[src/rtl/brk_pkg.sv]
package brk_pkg;

   typedef enum logic [1:0] {
      KIND_FETCH = 2'b00,
      KIND_READ  = 2'b01,
      KIND_WRITE = 2'b10,
      KIND_NONE  = 2'b11
   } bus_kind_e;

   typedef struct packed {
      logic       flag;
      logic       any_master;
      logic [2:0] mcode;
      logic [1:0] csel;
      logic       ie;
   } brk_ctrl_t;

   localparam int CTRL_W = $bits(brk_ctrl_t);

   function automatic int ignored_bits(input logic [2:0] code);
      case (code)
         3'd0:    return 0;
         3'd1:    return 1;
         3'd2:    return 2;
         3'd3:    return 3;
         3'd4:    return 4;
         3'd5:    return 8;
         3'd6:    return 12;
         default: return 16;
      endcase
   endfunction

endpackage

[src/rtl/brk_mask_gen.sv]
module brk_mask_gen #(
   parameter int ADDR_W = 24
) (
   input  logic [2:0]        mcode,
   output logic [ADDR_W-1:0] keep
);
   import brk_pkg::*;

   if (ADDR_W < 16) begin : g_bad_width
      $error("brk_mask_gen: ADDR_W must cover the widest mask (16 bits)");
   end

   always_comb begin
      keep = {ADDR_W{1'b1}} << ignored_bits(mcode);
   end

endmodule

[src/rtl/brk_channel.sv]
module brk_channel #(
   parameter int ADDR_W = 24,
   parameter int DATA_W = 32
) (
   input  logic                  clk,
   input  logic                  rst_n,
   input  logic                  wr_ctrl,
   input  logic                  wr_addr,
   input  logic                  rd_ctrl,
   input  logic [DATA_W-1:0]     wdata,
   input  logic                  bus_valid,
   input  logic [ADDR_W-1:0]     bus_addr,
   input  logic [1:0]            bus_kind,
   input  logic                  bus_dma,
   output brk_pkg::brk_ctrl_t    ctrl_q,
   output logic [ADDR_W-1:0]     addr_q
);
   import brk_pkg::*;

   logic [ADDR_W-1:0] keep;
   logic              kind_ok;
   logic              master_ok;
   logic              addr_ok;
   logic              hit;
   logic              qual_q;
   logic              clr_req;
   brk_ctrl_t         wr_val;

   brk_mask_gen #(.ADDR_W(ADDR_W)) i_mask (
      .mcode (ctrl_q.mcode),
      .keep  (keep)
   );

   always_comb begin
      case (ctrl_q.csel)
         2'b00:   kind_ok = (bus_kind_e'(bus_kind) == KIND_FETCH);
         2'b01:   kind_ok = (bus_kind_e'(bus_kind) == KIND_READ);
         2'b10:   kind_ok = (bus_kind_e'(bus_kind) == KIND_WRITE);
         default: kind_ok = (bus_kind_e'(bus_kind) == KIND_READ) ||
                            (bus_kind_e'(bus_kind) == KIND_WRITE);
      endcase
   end

   assign master_ok = ctrl_q.any_master | ~bus_dma;
   assign addr_ok   = (((bus_addr ^ addr_q) & keep) == '0);
   assign hit       = bus_valid & kind_ok & master_ok & addr_ok;
   assign wr_val    = brk_ctrl_t'(wdata[CTRL_W-1:0]);
   assign clr_req   = wr_ctrl & ~wr_val.flag & qual_q;

   always_ff @(posedge clk or negedge rst_n) begin
      if (!rst_n) begin
         ctrl_q <= '0;
         addr_q <= '0;
         qual_q <= 1'b0;
      end else begin
         if (wr_ctrl) begin
            ctrl_q.any_master <= wr_val.any_master;
            ctrl_q.mcode      <= wr_val.mcode;
            ctrl_q.csel       <= wr_val.csel;
            ctrl_q.ie         <= wr_val.ie;
         end
         if (wr_addr) begin
            addr_q <= wdata[ADDR_W-1:0];
         end
         ctrl_q.flag <= hit | (ctrl_q.flag & ~clr_req);
         qual_q      <= (rd_ctrl & ctrl_q.flag) | (qual_q & ~clr_req);
      end
   end

   p_hit_sets_r6: assert property (@(posedge clk) disable iff (!rst_n)
      hit |=> ctrl_q.flag);

   p_rise_cause_r6: assert property (@(posedge clk) disable iff (!rst_n)
      $rose(ctrl_q.flag) |-> $past(bus_valid));

   p_write1_keeps_r7: assert property (@(posedge clk) disable iff (!rst_n)
      ctrl_q.flag && wr_ctrl && wdata[CTRL_W-1] |=> ctrl_q.flag);

   p_unread_keeps_r7: assert property (@(posedge clk) disable iff (!rst_n)
      ctrl_q.flag && !qual_q |=> ctrl_q.flag);

   p_set_wins_r9: assert property (@(posedge clk) disable iff (!rst_n)
      hit && wr_ctrl && !wdata[CTRL_W-1] |=> ctrl_q.flag);

endmodule

[src/rtl/brk_cmp_top.sv]
module brk_cmp_top #(
   parameter int NCH    = 2,
   parameter int ADDR_W = 24,
   parameter int DATA_W = 32,
   localparam int CH_W  = (NCH > 1) ? $clog2(NCH) : 1,
   localparam int RA_W  = CH_W + 1
) (
   input  logic              clk,
   input  logic              rst_n,
   input  logic [RA_W-1:0]   reg_addr,
   input  logic              reg_wr,
   input  logic              reg_rd,
   input  logic [DATA_W-1:0] reg_wdata,
   output logic [DATA_W-1:0] reg_rdata,
   input  logic              bus_valid,
   input  logic [ADDR_W-1:0] bus_addr,
   input  logic [1:0]        bus_kind,
   input  logic              bus_dma,
   output logic [NCH-1:0]    flag_o,
   output logic              irq_o
);
   import brk_pkg::*;

   if (DATA_W < ADDR_W || DATA_W < CTRL_W) begin : g_bad_data
      $error("brk_cmp_top: DATA_W must hold an address and a control byte");
   end
   if (NCH < 1) begin : g_bad_nch
      $error("brk_cmp_top: at least one channel is required");
   end

   brk_ctrl_t         ctrl_q [NCH];
   logic [ADDR_W-1:0] addr_q [NCH];
   logic [NCH-1:0]    irq_vec;

   for (genvar c = 0; c < NCH; c++) begin : g_ch
      logic sel;
      assign sel = (reg_addr[RA_W-1:1] == CH_W'(c));

      brk_channel #(.ADDR_W(ADDR_W), .DATA_W(DATA_W)) i_ch (
         .clk       (clk),
         .rst_n     (rst_n),
         .wr_ctrl   (reg_wr & sel & ~reg_addr[0]),
         .wr_addr   (reg_wr & sel &  reg_addr[0]),
         .rd_ctrl   (reg_rd & sel & ~reg_addr[0]),
         .wdata     (reg_wdata),
         .bus_valid (bus_valid),
         .bus_addr  (bus_addr),
         .bus_kind  (bus_kind),
         .bus_dma   (bus_dma),
         .ctrl_q    (ctrl_q[c]),
         .addr_q    (addr_q[c])
      );

      assign flag_o[c]  = ctrl_q[c].flag;
      assign irq_vec[c] = ctrl_q[c].flag & ctrl_q[c].ie;
   end

   assign irq_o = |irq_vec;

   always_comb begin
      reg_rdata = '0;
      for (int c = 0; c < NCH; c++) begin
         if (reg_addr[RA_W-1:1] == CH_W'(c)) begin
            if (reg_addr[0]) reg_rdata = DATA_W'(addr_q[c]);
            else             reg_rdata = DATA_W'(ctrl_q[c]);
         end
      end
   end

   p_irq_needs_flag_r10: assert property (@(posedge clk) disable iff (!rst_n)
      irq_o |-> (flag_o != '0));

   p_irq_from_enabled_r10: assert property (@(posedge clk) disable iff (!rst_n)
      $rose(irq_o) |-> $past(bus_valid) || $past(reg_wr));

endmodule

[config.mk]
export PLATFORM = sky130hd
export DESIGN_NAME = brk_cmp_top
export DESIGN_NICKNAME = d
export VERILOG_FILES = /design/src/rtl/brk_pkg.sv /design/src/rtl/brk_mask_gen.sv /design/src/rtl/brk_channel.sv /design/src/rtl/brk_cmp_top.sv
export SDC_FILE = /design/constraint.sdc
export NUM_CORES = 1
export LEC_CHECK = 0
export CAP_MARGIN = 15
export CORE_MARGIN = 4
export CORE_UTILIZATION = 46
export CTS_CLUSTER_SIZE = 28
export DETAILED_ROUTE_END_ITERATION = 8
export DONT_BUFFER_PORTS = 1
export PLACE_DENSITY = 0.62
export SYNTH_ARGS = -nofsm -noshare
export SYNTH_HDL_FRONTEND = slang
export SYNTH_SLANG_ARGS = --single-unit
[constraint.sdc]
create_clock -name clk -period 3.85 [get_ports clk]
set_input_delay 0 -clock clk [delete_from_list [all_inputs] [get_ports clk]]
set_output_delay 0 -clock clk [all_outputs]
set_load 0.01 [all_outputs]
==> impl_metrics.csv, run 1 <==
group,metric,value,unit
clock_tree,clkLatencyLatePin,340,ps
sta,fin_hold_ws,14.6,ps
sta,setup_tns,0,ps
global_route,grt_max_degree,67,
layout,fin_area,0.00439,sq mm
setup_path,path_cells,"mux4_1 -> nand4_1 -> nor4_1 -> dlygate4sd3_1 -> nand3_1 -> o31ai_1",
drt,post_drt_wl_per_cell,20.2,um
global_route,grt_pass1_wl,14200,um
global_route,grt_antenna_before_repair,0,
drt,wl_met2,4390,um
floorplan,die-area,0.00967,sq mm
synth,netlist_area,0.00375,sq mm
clock_tree,cts_root_buf,"clkbuf_8",
power_and_ir_drop,pwr-share-seq,0.444,
drt,met1Wirelength,3760,um
clock_tree,clk_pin_slew,80,ps
sta,rsz0062_at_grt,"false",
layout,syn_to_final_growth,16.8,%
synth,synth-edff-count,0,
drt,drtAntennaViolNets,0,
setup_path,cp_slowest_stage_delay,600,ps
drt,dr_wl_met3,525,um
power_and_ir_drop,combPwrFrac,0.212,
power_and_ir_drop,p_switching,579,uW
setup_path,critPathCaptureType,"flip-flop",
floorplan,die_x,98.3,um
synth,yosysTopAreaCell,"dfrtp_1",
floorplan,die_h,98.3,um
layout,n_antenna_cell,0,
clock_tree,cts_tree,"built",
setup_path,cp.arrival,2430,ps
floorplan,start_util,0.478,
clock_tree,cts_max_path_buffers,2,
place,portBuffers,0,
floorplan,row_count,32,
synth,avgSynthCellArea,12.6,sq um
setup_path,critPathSlowestCell,"dlygate4sd3_1",
sta,worst_pin_slew,887,ps
drt,routed_wl,8790,um
global_route,grt_use_total,0.188,
synth,synth_cells,297,
power_and_ir_drop,clkPwrFrac,0.344,
synth,synthFlopType,"dfrtp_1",
sta,post-route-period-util,0.565,
layout,nets,398,
synth,ys_ff_latch,66,
clock_tree,numCtsBuffers,9,
synth,ys_seq_area_frac,0.440,
clock_tree,cts_max_level,3,
setup_path,path_class,"reg -> reg",
outcome,outcome,"finished clean",
power_and_ir_drop,power-per-cell-area,482,mW/mm^2
sta,slew_headroom,0.406,
sta,setup-violations-final,0,
power_and_ir_drop,finalPower,2.11,mW
global_route,grt-ovfl-total,0,
setup_path,cp-start-kind,"flip-flop",
drt,drc,0,
drt,num_vias,2431,
global_route,grt_pass1_vias,2687,
min_path,hold_class,"in -> reg",
sta,max_freq,0.460,GHz
sta,post-route-min-period,2180,ps
floorplan,ios,101,
power_and_ir_drop,p_sw_frac,0.274,
place,hpwl,6050,um
drt,firstDrtPassIters,4,
sta,slew_violations,0,
sta,hold_viol,0,
clock_tree,clock_sinks,66,
synth,synth_cell_types,34,
synth,yosysTopAreaCellShare,0.440,
drt,via_per_inst,5.58,
power_and_ir_drop,p_leak,1.81,nW
synth,synth.area.top_cells,"dfrtp_1 44%, mux2_2 19%, xnor2_1 8.9%, mux4_2 4.8%, mux2i_1 4.3%",
power_and_ir_drop,peakVddDrop,0.235,mV
synth,yosysWarningCount,0,
drt,top_layer,"met4",
setup_path,rrSetupSlack,1670,ps
layout,drive_above_1_share,0.269,
drt,drt_iter0_markers,63,
setup_path,path_max_fanout,3,
setup_path,required,4100,ps
place,placed_area,0.00380,sq mm
synth,async_reset_ff_frac,1.00,
place,routabilityCongestion,0.753,
floorplan,fp.coreArea,0.00785,sq mm
power_and_ir_drop,intPower,1.54,mW
sta,clock_skew,8.00,ps
run,maxCapViolations,0,
==> cells in the mapped netlist (2+ instances only) <==
library cell,instances
xnor2_1,38
mux2i_1,16
nand2_1,5
a22o_1,2
inv_1,5
nand4_1,8
nor2_1,4
xor2_1,10
dfrtp_1,66
buf_2,8
ha_1,3
mux4_1,2
buf_4,11
mux4_2,8
mux2_2,62
nand3_1,4
o21ai_0,7
a21oi_1,2
nor4_1,3
nor2b_1,18
nand3b_1,2
==> power by group through the flow <==
stage                     clock network (mW)  registers (mW)  logic [mW]
after floorplan                            0           0.916       0.368
after global placement                     0           0.945       0.402
after detailed placement                   0           0.951       0.407
after CTS                              0.742           0.937       0.456
after global routing                   0.774           0.958       0.494
final                                  0.728           0.938       0.448
==> metal layers <==
layer / up-vias / global-route usage
met4: 0 / 0.0599
li1: 1109 / -
met3: 11 / 0.0500
met2: 73 / 0.310
met1: 1238 / 0.241
met5: - / 0
==> cell type report <==
cell class	count	area, sq um
timing repair buffer	34	353
clock inverter	6	114
sequential	66	1650
fill	701	3460
inverter	5	18.8
tap	102	128
multi-input combinational	213	1980
clock buffer	10	138
==> worst paths after layout <==
check | start | end | cells after the start
worst max-delay path | g_ch[1].i_ch.ctrl_q[2] | g_ch[1].i_ch.ctrl_q[7] | 6
worst min-delay path | reg_addr[0] | g_ch[0].i_ch.qual_q | 3
worst max register to register | g_ch[1].i_ch.ctrl_q[2] | g_ch[1].i_ch.ctrl_q[7] | 6
worst min register to register | g_ch[0].i_ch.qual_q | g_ch[0].i_ch.qual_q | 1
max in group asynchronous | rst_n | g_ch[0].i_ch.addr_q[14] | 2
min in group asynchronous | rst_n | g_ch[0].i_ch.addr_q[5] | 2
==> registers in the layout, summed over array words and instances (netlist names) <==
signal            count
g_ch.i_ch.qual_q      2
g_ch.i_ch.addr_q     48
g_ch.i_ch.ctrl_q     16
==> timing repair <==
item | in CTS | in global routing
gates resized for setup | 0 | 0
hold endpoints to repair | 132 | 0
hold buffers | 32 | 0
setup buffers | 0 | 0
==> cells by family (layout without fill, tap and decap cells) <==
| kind of cell | count (synthesis) | after routing | share of synthesized area |
|---|---|---|---|
| multiplexers | 88 | 88 | 0.291 |
| flip-flops | 66 | 66 | 0.440 |
| XOR/XNOR | 48 | 48 | 0.112 |
| AND/OR/NAND/NOR | 48 | 48 | 0.0747 |
| buffers and inverters | 25 | 55 | 0.0387 |
| AO/OA/AOI/OAI | 18 | 18 | 0.0330 |
| adder cells (fa/ha/maj) | 3 | 3 | 0.0100 |
| other | 1 | 8 | 0.000999 |
==> cells in the final DEF, fill, tap and decap left out, types with 2 or more instances in the layout <==
master | Yosys | routed
a21oi_1 | 2 | 2
a22o_1 | 2 | 2
buf_4 | 11 | 2
bufinv_16 | 0 | 3
clkbuf_8 | 0 | 10
clkinvlp_4 | 0 | 2
conb_1 | 1 | 8
dfrtp_1 | 66 | 66
dlygate4sd3_1 | 0 | 31
ha_1 | 3 | 3
inv_1 | 5 | 5
mux2_2 | 62 | 62
mux2i_1 | 16 | 16
mux4_1 | 2 | 2
mux4_2 | 8 | 8
nand2_1 | 5 | 5
nand3_1 | 4 | 4
nand3b_1 | 2 | 2
nand4_1 | 8 | 8
nor2_1 | 4 | 4
nor2b_1 | 18 | 18
nor4_1 | 3 | 3
o21ai_0 | 7 | 7
xnor2_1 | 38 | 38
xor2_1 | 10 | 10
==> critical path, delay by kind of cell, from the launching register on <==
family	cells	cell delay (ps)
compound gates	1	240
flops	1	410
buf+inv	1	600
simple gates	3	440
mux	1	400
==> metrics by stage <==
step                      utilization  std cells  setup WS [ps]
after detailed placement        0.484        388           2160
after global placement          0.484        388           2160
after CTS                       0.559        436           1650
after floorplan                     -        304           2440
final                           0.559        436           1670
after global routing            0.559        436           1570
No activity file was read; power rests on OpenSTA's default activity.
==> run 2, diff against run 1 <==
PLACE_DENSITY = 0.64   (was 0.62)
clock period = 1.9 ns   (was 3.85 ns; I/O delays follow)
==> impl_metrics.csv, run 2 (synthesized netlist as in run 1, its figures left out) <==
group,metric,value,unit
drt,drt_iter0_markers,65,
drt,via_per_inst,5.49,
setup_path,critPathCaptureType,"flip-flop",
setup_path,path_max_fanout,3,
clock_tree,post_cts_buffers,0,
clock_tree,cts_root_buf,"clkbuf_8",
floorplan,start_util,0.478,
min_path,worstHoldStart,"bus_valid",
layout,drive_above_1_share,0.269,
power_and_ir_drop,clkPwrFrac,0.262,
floorplan,row_count,32,
place,routabilityCongestion,0.822,
clock_tree,clk_pin_slew,70,ps
layout,nFillCells,726,
setup_path,required,2140,ps
outcome,outcome,"finished clean",
power_and_ir_drop,p_sw_frac,0.292,
drt,num_vias,2377,
run,maxCapViolations,0,
sta,max_freq,0.607,GHz
floorplan,ios,101,
floorplan,fp.coreArea,0.00785,sq mm
setup_path,cp.arrival,1880,ps
sta,post-route-period-util,0.867,
drt,drtAntennaViolNets,0,
power_and_ir_drop,p_leak,1.77,nW
power_and_ir_drop,p_switching,1.11,mW
global_route,grt_max_degree,67,
min_path,hold_class,"in -> reg",
layout,n_antenna_cell,0,
clock_tree,cts_max_level,3,
power_and_ir_drop,combPwrFrac,0.240,
power_and_ir_drop,finalPower,3.81,mW
layout,layout_common_cells,"66 x dfrtp_1, 62 x mux2_2, 38 x xnor2_1, 28 x dlygate4sd3_1, 18 x nor2b_1",
layout,reg_top3,"g_ch.i_ch.addr_q: 48 flops, g_ch.i_ch.ctrl_q: 16 flops, g_ch.i_ch.qual_q: 2 flops",
clock_tree,numCtsBuffers,9,
setup_path,cp-start-kind,"flip-flop",
sta,clock_skew,3.87,ps
sta,slew_violations,0,
power_and_ir_drop,pwr-share-seq,0.497,
drt,routed_wl,8480,um
clock_tree,clock_sinks,66,
place,portBuffers,0,
sta,post-route-min-period,1650,ps
layout,largest_reg_flops,48,
sta,hold_viol,0,
sta,setup-violations-final,0,
layout,nets,397,
drt,post_drt_wl_per_cell,19.6,um
floorplan,die_h,98.3,um
sta,setup_tns,0,ps
global_route,grt_pass1_wl,13800,um
clock_tree,cts_max_path_buffers,2,
power_and_ir_drop,intPower,2.69,mW
layout,fin_area,0.00428,sq mm
drt,firstDrtPassIters,4,
floorplan,die-area,0.00967,sq mm
place,hpwl,6040,um
sta,worst_pin_slew,557,ps
place,placed_area,0.00381,sq mm
setup_path,cp-startpoint,"g_ch[1].i_ch.ctrl_q[2]",
clock_tree,hold_buffers,29,
setup_path,path_class,"reg -> reg",
global_route,grt_antenna_before_repair,0,
drt,drc,0,
sta,rsz0062_at_grt,"false",
clock_tree,ctsResizeCount,0,
floorplan,die_x,98.3,um
global_route,grt-ovfl-total,0,
power_and_ir_drop,power-per-cell-area,890,mW/mm^2
layout,layout_commonest_cell,"dfrtp_1",
layout,syn_to_final_growth,14.0,%
clock_tree,cts_tree,"built",
clock_tree,clkLatencyLatePin,320,ps
setup_path,rrSetupSlack,250,ps
power_and_ir_drop,peakVddDrop,0.558,mV
layout,top_register,"g_ch.i_ch.addr_q",
sta,slew_headroom,0.627,
setup_path,rr_startpoint,"g_ch[1].i_ch.ctrl_q[2]",
global_route,grt_use_total,0.183,
global_route,grt_pass1_vias,2594,
-- run 2: cell count changes in the layout (fill, tap and decap cells not counted) --
cell,change
bufinv_16,-3
clkinv_4,-1
buf_4,+2
clkinv_2,+2
clkinvlp_4,-1
clkbuf_1,+1
dlygate4sd3_1,-3
-- run 2: layer usage --
layer,share of wire,wire length (um),vias up,track usage
met3,0.068,576,6,0.0507
li1,-,-,1107,-
met4,0.0083,70,0,0.0525
met5,0,0,-,0
met1,0.42,3580,1194,0.240
met2,0.50,4250,70,0.299
-- run 2: path summary, 6_finish.rpt --
kind | endpoint | cells past startpoint
setup reg to reg | g_ch[1].i_ch.ctrl_q[7] | 5
max in group asynchronous | g_ch[0].i_ch.addr_q[3] | 2
hold reg to reg | g_ch[0].i_ch.qual_q | 1
hold / removal | g_ch[1].i_ch.ctrl_q[7] | 4
setup / recovery | g_ch[1].i_ch.ctrl_q[7] | 5
min in group asynchronous | g_ch[0].i_ch.addr_q[7] | 2
-- run 2: power by group through the flow --
| stage | combinational, mW | sequential [mW] | clock [mW] |
|---|---|---|---|
| after floorplan | 0.746 | 1.86 | 0 |
| after global placement | 0.818 | 1.91 | 0 |
| after detailed placement | 0.833 | 1.92 | 0 |
| after CTS | 0.931 | 1.90 | 1.03 |
| after global routing | 1.01 | 1.94 | 1.11 |
| final | 0.915 | 1.89 | 0.999 |
-- run 2: layout make-up --
| cell class | count | area (sq um) | share of cell area |
|---|---|---|---|
| clock buffers | 11 | 141 | 0.0331 |
| inverters | 5 | 18.8 | 0.00439 |
| flip-flops and latches | 66 | 1650 | 0.386 |
| repair buffers | 33 | 338 | 0.0790 |
| clock inverters | 3 | 17.5 | 0.00409 |
| well taps | 102 | 128 | 0.0298 |
| multi-input cells | 213 | 1980 | 0.464 |
-- run 2: worst max-delay path, stage by stage (launching register included) --
cell and delay, ps:
dfrtp_1 400, mux4_1 390, nand4_1 100, nor4_1 320, nand3_1 110, o31ai_1 240
-- run 2: stage by stage --
stage                util  hold WS, ps  worst slack (ps)  cells
floorplan               -         -296               495    304
global placement    0.486         -292               242    390
detailed placement  0.486         -293               222    390
CTS                 0.545         6.32               201    433
global route        0.545         38.2              86.7    433
finish              0.545         22.7               253    433
==> run 3, diff against run 2 <==
ABC_AREA = 0   (was unset)
SYNTH_HIERARCHICAL = 1   (was unset)
==> impl_metrics.csv, run 3 <==
group,metric,value,unit
clock_tree,cts_max_path_buffers,2,
clock_tree,post_cts_buffers,0,
floorplan,ios,101,
min_path,hold_class,"in -> reg",
layout,layout_common_cells,"66 x dfrtp_1, 62 x mux2_2, 48 x xor2_1, 29 x dlygate4sd3_1, 24 x conb_1",
setup_path,critPathCaptureType,"flip-flop",
floorplan,start_util,0.482,
layout,top_register,"g_ch.i_ch/addr_q",
run,maxCapViolations,0,
layout,instances_no_fill,497,
floorplan,die-area,0.0109,sq mm
drt,drt_iter0_markers,115,
setup_path,rrSetupSlack,140,ps
global_route,grt_max_degree,67,
clock_tree,cts_max_level,3,
min_path,hold_depth,4,
layout,syn_to_final_growth,10.0,%
sta,max_freq,0.569,GHz
sta,hold_viol,0,
outcome,outcome,"finished clean",
layout,layout_commonest_cell,"dfrtp_1",
drt,drtAntennaViolNets,0,
sta,setup-violations-final,0,
layout,n_antenna_cell,0,
sta,setup_tns,0,ps
synth,synthFlopType,"dfrtp_1",
power_and_ir_drop,peakVddDrop,0.490,mV
global_route,grt-ovfl-total,0,
synth,yosysTopAreaCellShare,0.385,
sta,worst_pin_slew,519,ps
synth,ys_ff_latch,66,
drt,num_vias,2715,
setup_path,cp.arrival,2010,ps
setup_path,path_cells,"nand2_1 -> a222oi_1 -> nand4_1 -> o31ai_1",
global_route,grt_pass1_wl,16200,um
layout,seq_area,0.00165,sq mm
floorplan,fp.coreArea,0.00889,sq mm
place,hpwl,6880,um
synth,yosysWarningCount,6,
synth,synth_cells,364,
synth,async_reset_ff_frac,1.00,
clock_tree,clock_sinks,66,
synth,synth.most_common_cell,"dfrtp_1",
setup_path,path_class,"reg -> reg",
sta,clock_skew,10.5,ps
setup_path,required,2150,ps
global_route,grt_pass1_vias,2954,
clock_tree,clk_pin_slew,70,ps
synth,synth_cell_types,35,
layout,largest_reg_flops,48,
layout,reg_top3,"g_ch.i_ch/addr_q: 48 flops, g_ch.i_ch/ctrl_q: 16 flops, g_ch.i_ch/qual_q: 2 flops",
layout,fin_area,0.00472,sq mm
power_and_ir_drop,p_leak,2.05,nW
clock_tree,cts_tree,"built",
setup_path,rr_worst_depth,4,
drt,routed_wl,10000,um
layout,nets,457,
synth,synth.area.top_cells,"dfrtp_1 39%, mux2_2 16%, xor2_1 9.8%, buf_4 5.6%, mux2i_1 4.2%",
setup_path,cp_slowest_stage_delay,620,ps
layout,drive_above_1_share,0.285,
clock_tree,clkLatencyLatePin,340,ps
drt,firstDrtPassIters,4,
sta,post-route-period-util,0.925,
sta,rsz0062_at_grt,"false",
synth,avgSynthCellArea,11.8,sq um
global_route,grt_use_total,0.190,
floorplan,row_count,34,
clock_tree,numCtsBuffers,9,
synth,netlist_area,0.00429,sq mm
sta,slew_headroom,0.654,
layout,nFillCells,792,
drt,drc,0,
setup_path,r2r-end,"g_ch[1].i_ch/ctrl_q[7]",
setup_path,critPathSlowestCell,"dfrtp_1",
place,dp.cells,452,
min_path,worstHoldStart,"bus_valid",
place,placed_area,0.00422,sq mm
synth,synth-edff-count,0,
sta,post-route-min-period,1760,ps
synth,yosysTopAreaCell,"dfrtp_1",
floorplan,die_x,105,um
sta,slew_violations,0,
clock_tree,cts_root_buf,"clkbuf_8",
synth,synth_common_cells,"66 x dfrtp_1, 62 x mux2_2, 48 x xor2_1",
setup_path,path_max_fanout,11,
place,routabilityCongestion,0.748,
layout,multi_input_area,0.00232,sq mm
drt,post_drt_wl_per_cell,20.1,um
setup_path,rr_startpoint,"g_ch[1].i_ch/ctrl_q[4]",
place,portBuffers,0,
floorplan,die_h,105,um
drt,via_per_inst,5.46,
power_and_ir_drop,power-per-cell-area,897,mW/mm^2
synth,ys_seq_area_frac,0.385,
min_path,hold_end,"g_ch[0].i_ch/ctrl_q[7]",
global_route,grt_antenna_before_repair,0,
setup_path,cp-start-kind,"flip-flop",
==> run 3: kinds of logic (layout without fill, tap and decap cells) <==
group | after synthesis | in the layout | share of synthesized area
XOR/XNOR | 48 | 48 | 0.0980
multiplexers | 88 | 88 | 0.249
AO/OA/AOI/OAI | 43 | 43 | 0.0761
flip-flops | 66 | 66 | 0.385
buffers and inverters | 60 | 64 | 0.0916
other | 3 | 24 | 0.00263
adder cells (fa/ha/maj) | 6 | 6 | 0.0175
AND/OR/NAND/NOR | 50 | 50 | 0.0805
==> run 3: metal layers <==
layer	share of wire	global-route usage
met1	0.44	0.248
met2	0.49	0.310
met3	0.061	0.0567
met4	0.010	0.0494
met5	0	0
==> run 3: worst max-delay path by stage <==
stage               slack, ps  cells past startpoint                      to                   start
global route               40                      4  g_ch[1].i_ch/ctrl_q[7]  g_ch[1].i_ch/ctrl_q[4]
floorplan                 430                      6  g_ch[0].i_ch/ctrl_q[7]  g_ch[0].i_ch/ctrl_q[5]
detailed placement        150                      5  g_ch[1].i_ch/ctrl_q[7]  g_ch[1].i_ch/ctrl_q[4]
CTS                       140                      5  g_ch[1].i_ch/ctrl_q[7]  g_ch[1].i_ch/ctrl_q[4]
global placement          210                      4  g_ch[1].i_ch/ctrl_q[7]  g_ch[1].i_ch/ctrl_q[4]
finish                    140                      4  g_ch[1].i_ch/ctrl_q[7]  g_ch[1].i_ch/ctrl_q[4]
==> run 3: report_power, final <==
part,switching [mW],total (mW),internal (mW)
Clock,0.520,1.15,0.632
Combinational,0.525,1.14,0.615
Sequential,0.284,1.94,1.66
Total,1.33,4.23,2.90
==> run 3: area by class of cell <==
type                       instances  area share
clock inverter                     3     0.00849
timing repair buffer              39      0.0817
tap                              108      0.0286
clock buffer                      12      0.0308
sequential                        66       0.350
multi-input combinational        259       0.492
inverter                          10     0.00796
==> run 3: through the flow <==
step           power [mW]  worst slack, ps  hold WS [ps]  utilization
2_1_floorplan        2.86              434          -296            -
3_3_place_gp         2.98              206          -293        0.474
3_5_place_dp         3.02              148          -293        0.474
4_1_cts              4.29              144          8.90        0.531
5_1_grt              4.50             38.0          18.6        0.531
6_report             4.23              142          10.7        0.531
==> run 3: worst max-delay path, delay by kind of cell, from the launching register on <==
family             cells  cell delay, ps
AOI/OAI and AO/OA      2             690
DFF                    1             620
and+or+nand+nor        2             370
==> run 3: repair_timing <==
| item | 4_1_cts | 5_1_grt |
|---|---|---|
| hold buffers | 30 | 0 |
| hold endpoints to repair | 132 | 0 |
| gates resized for setup | 0 | 0 |
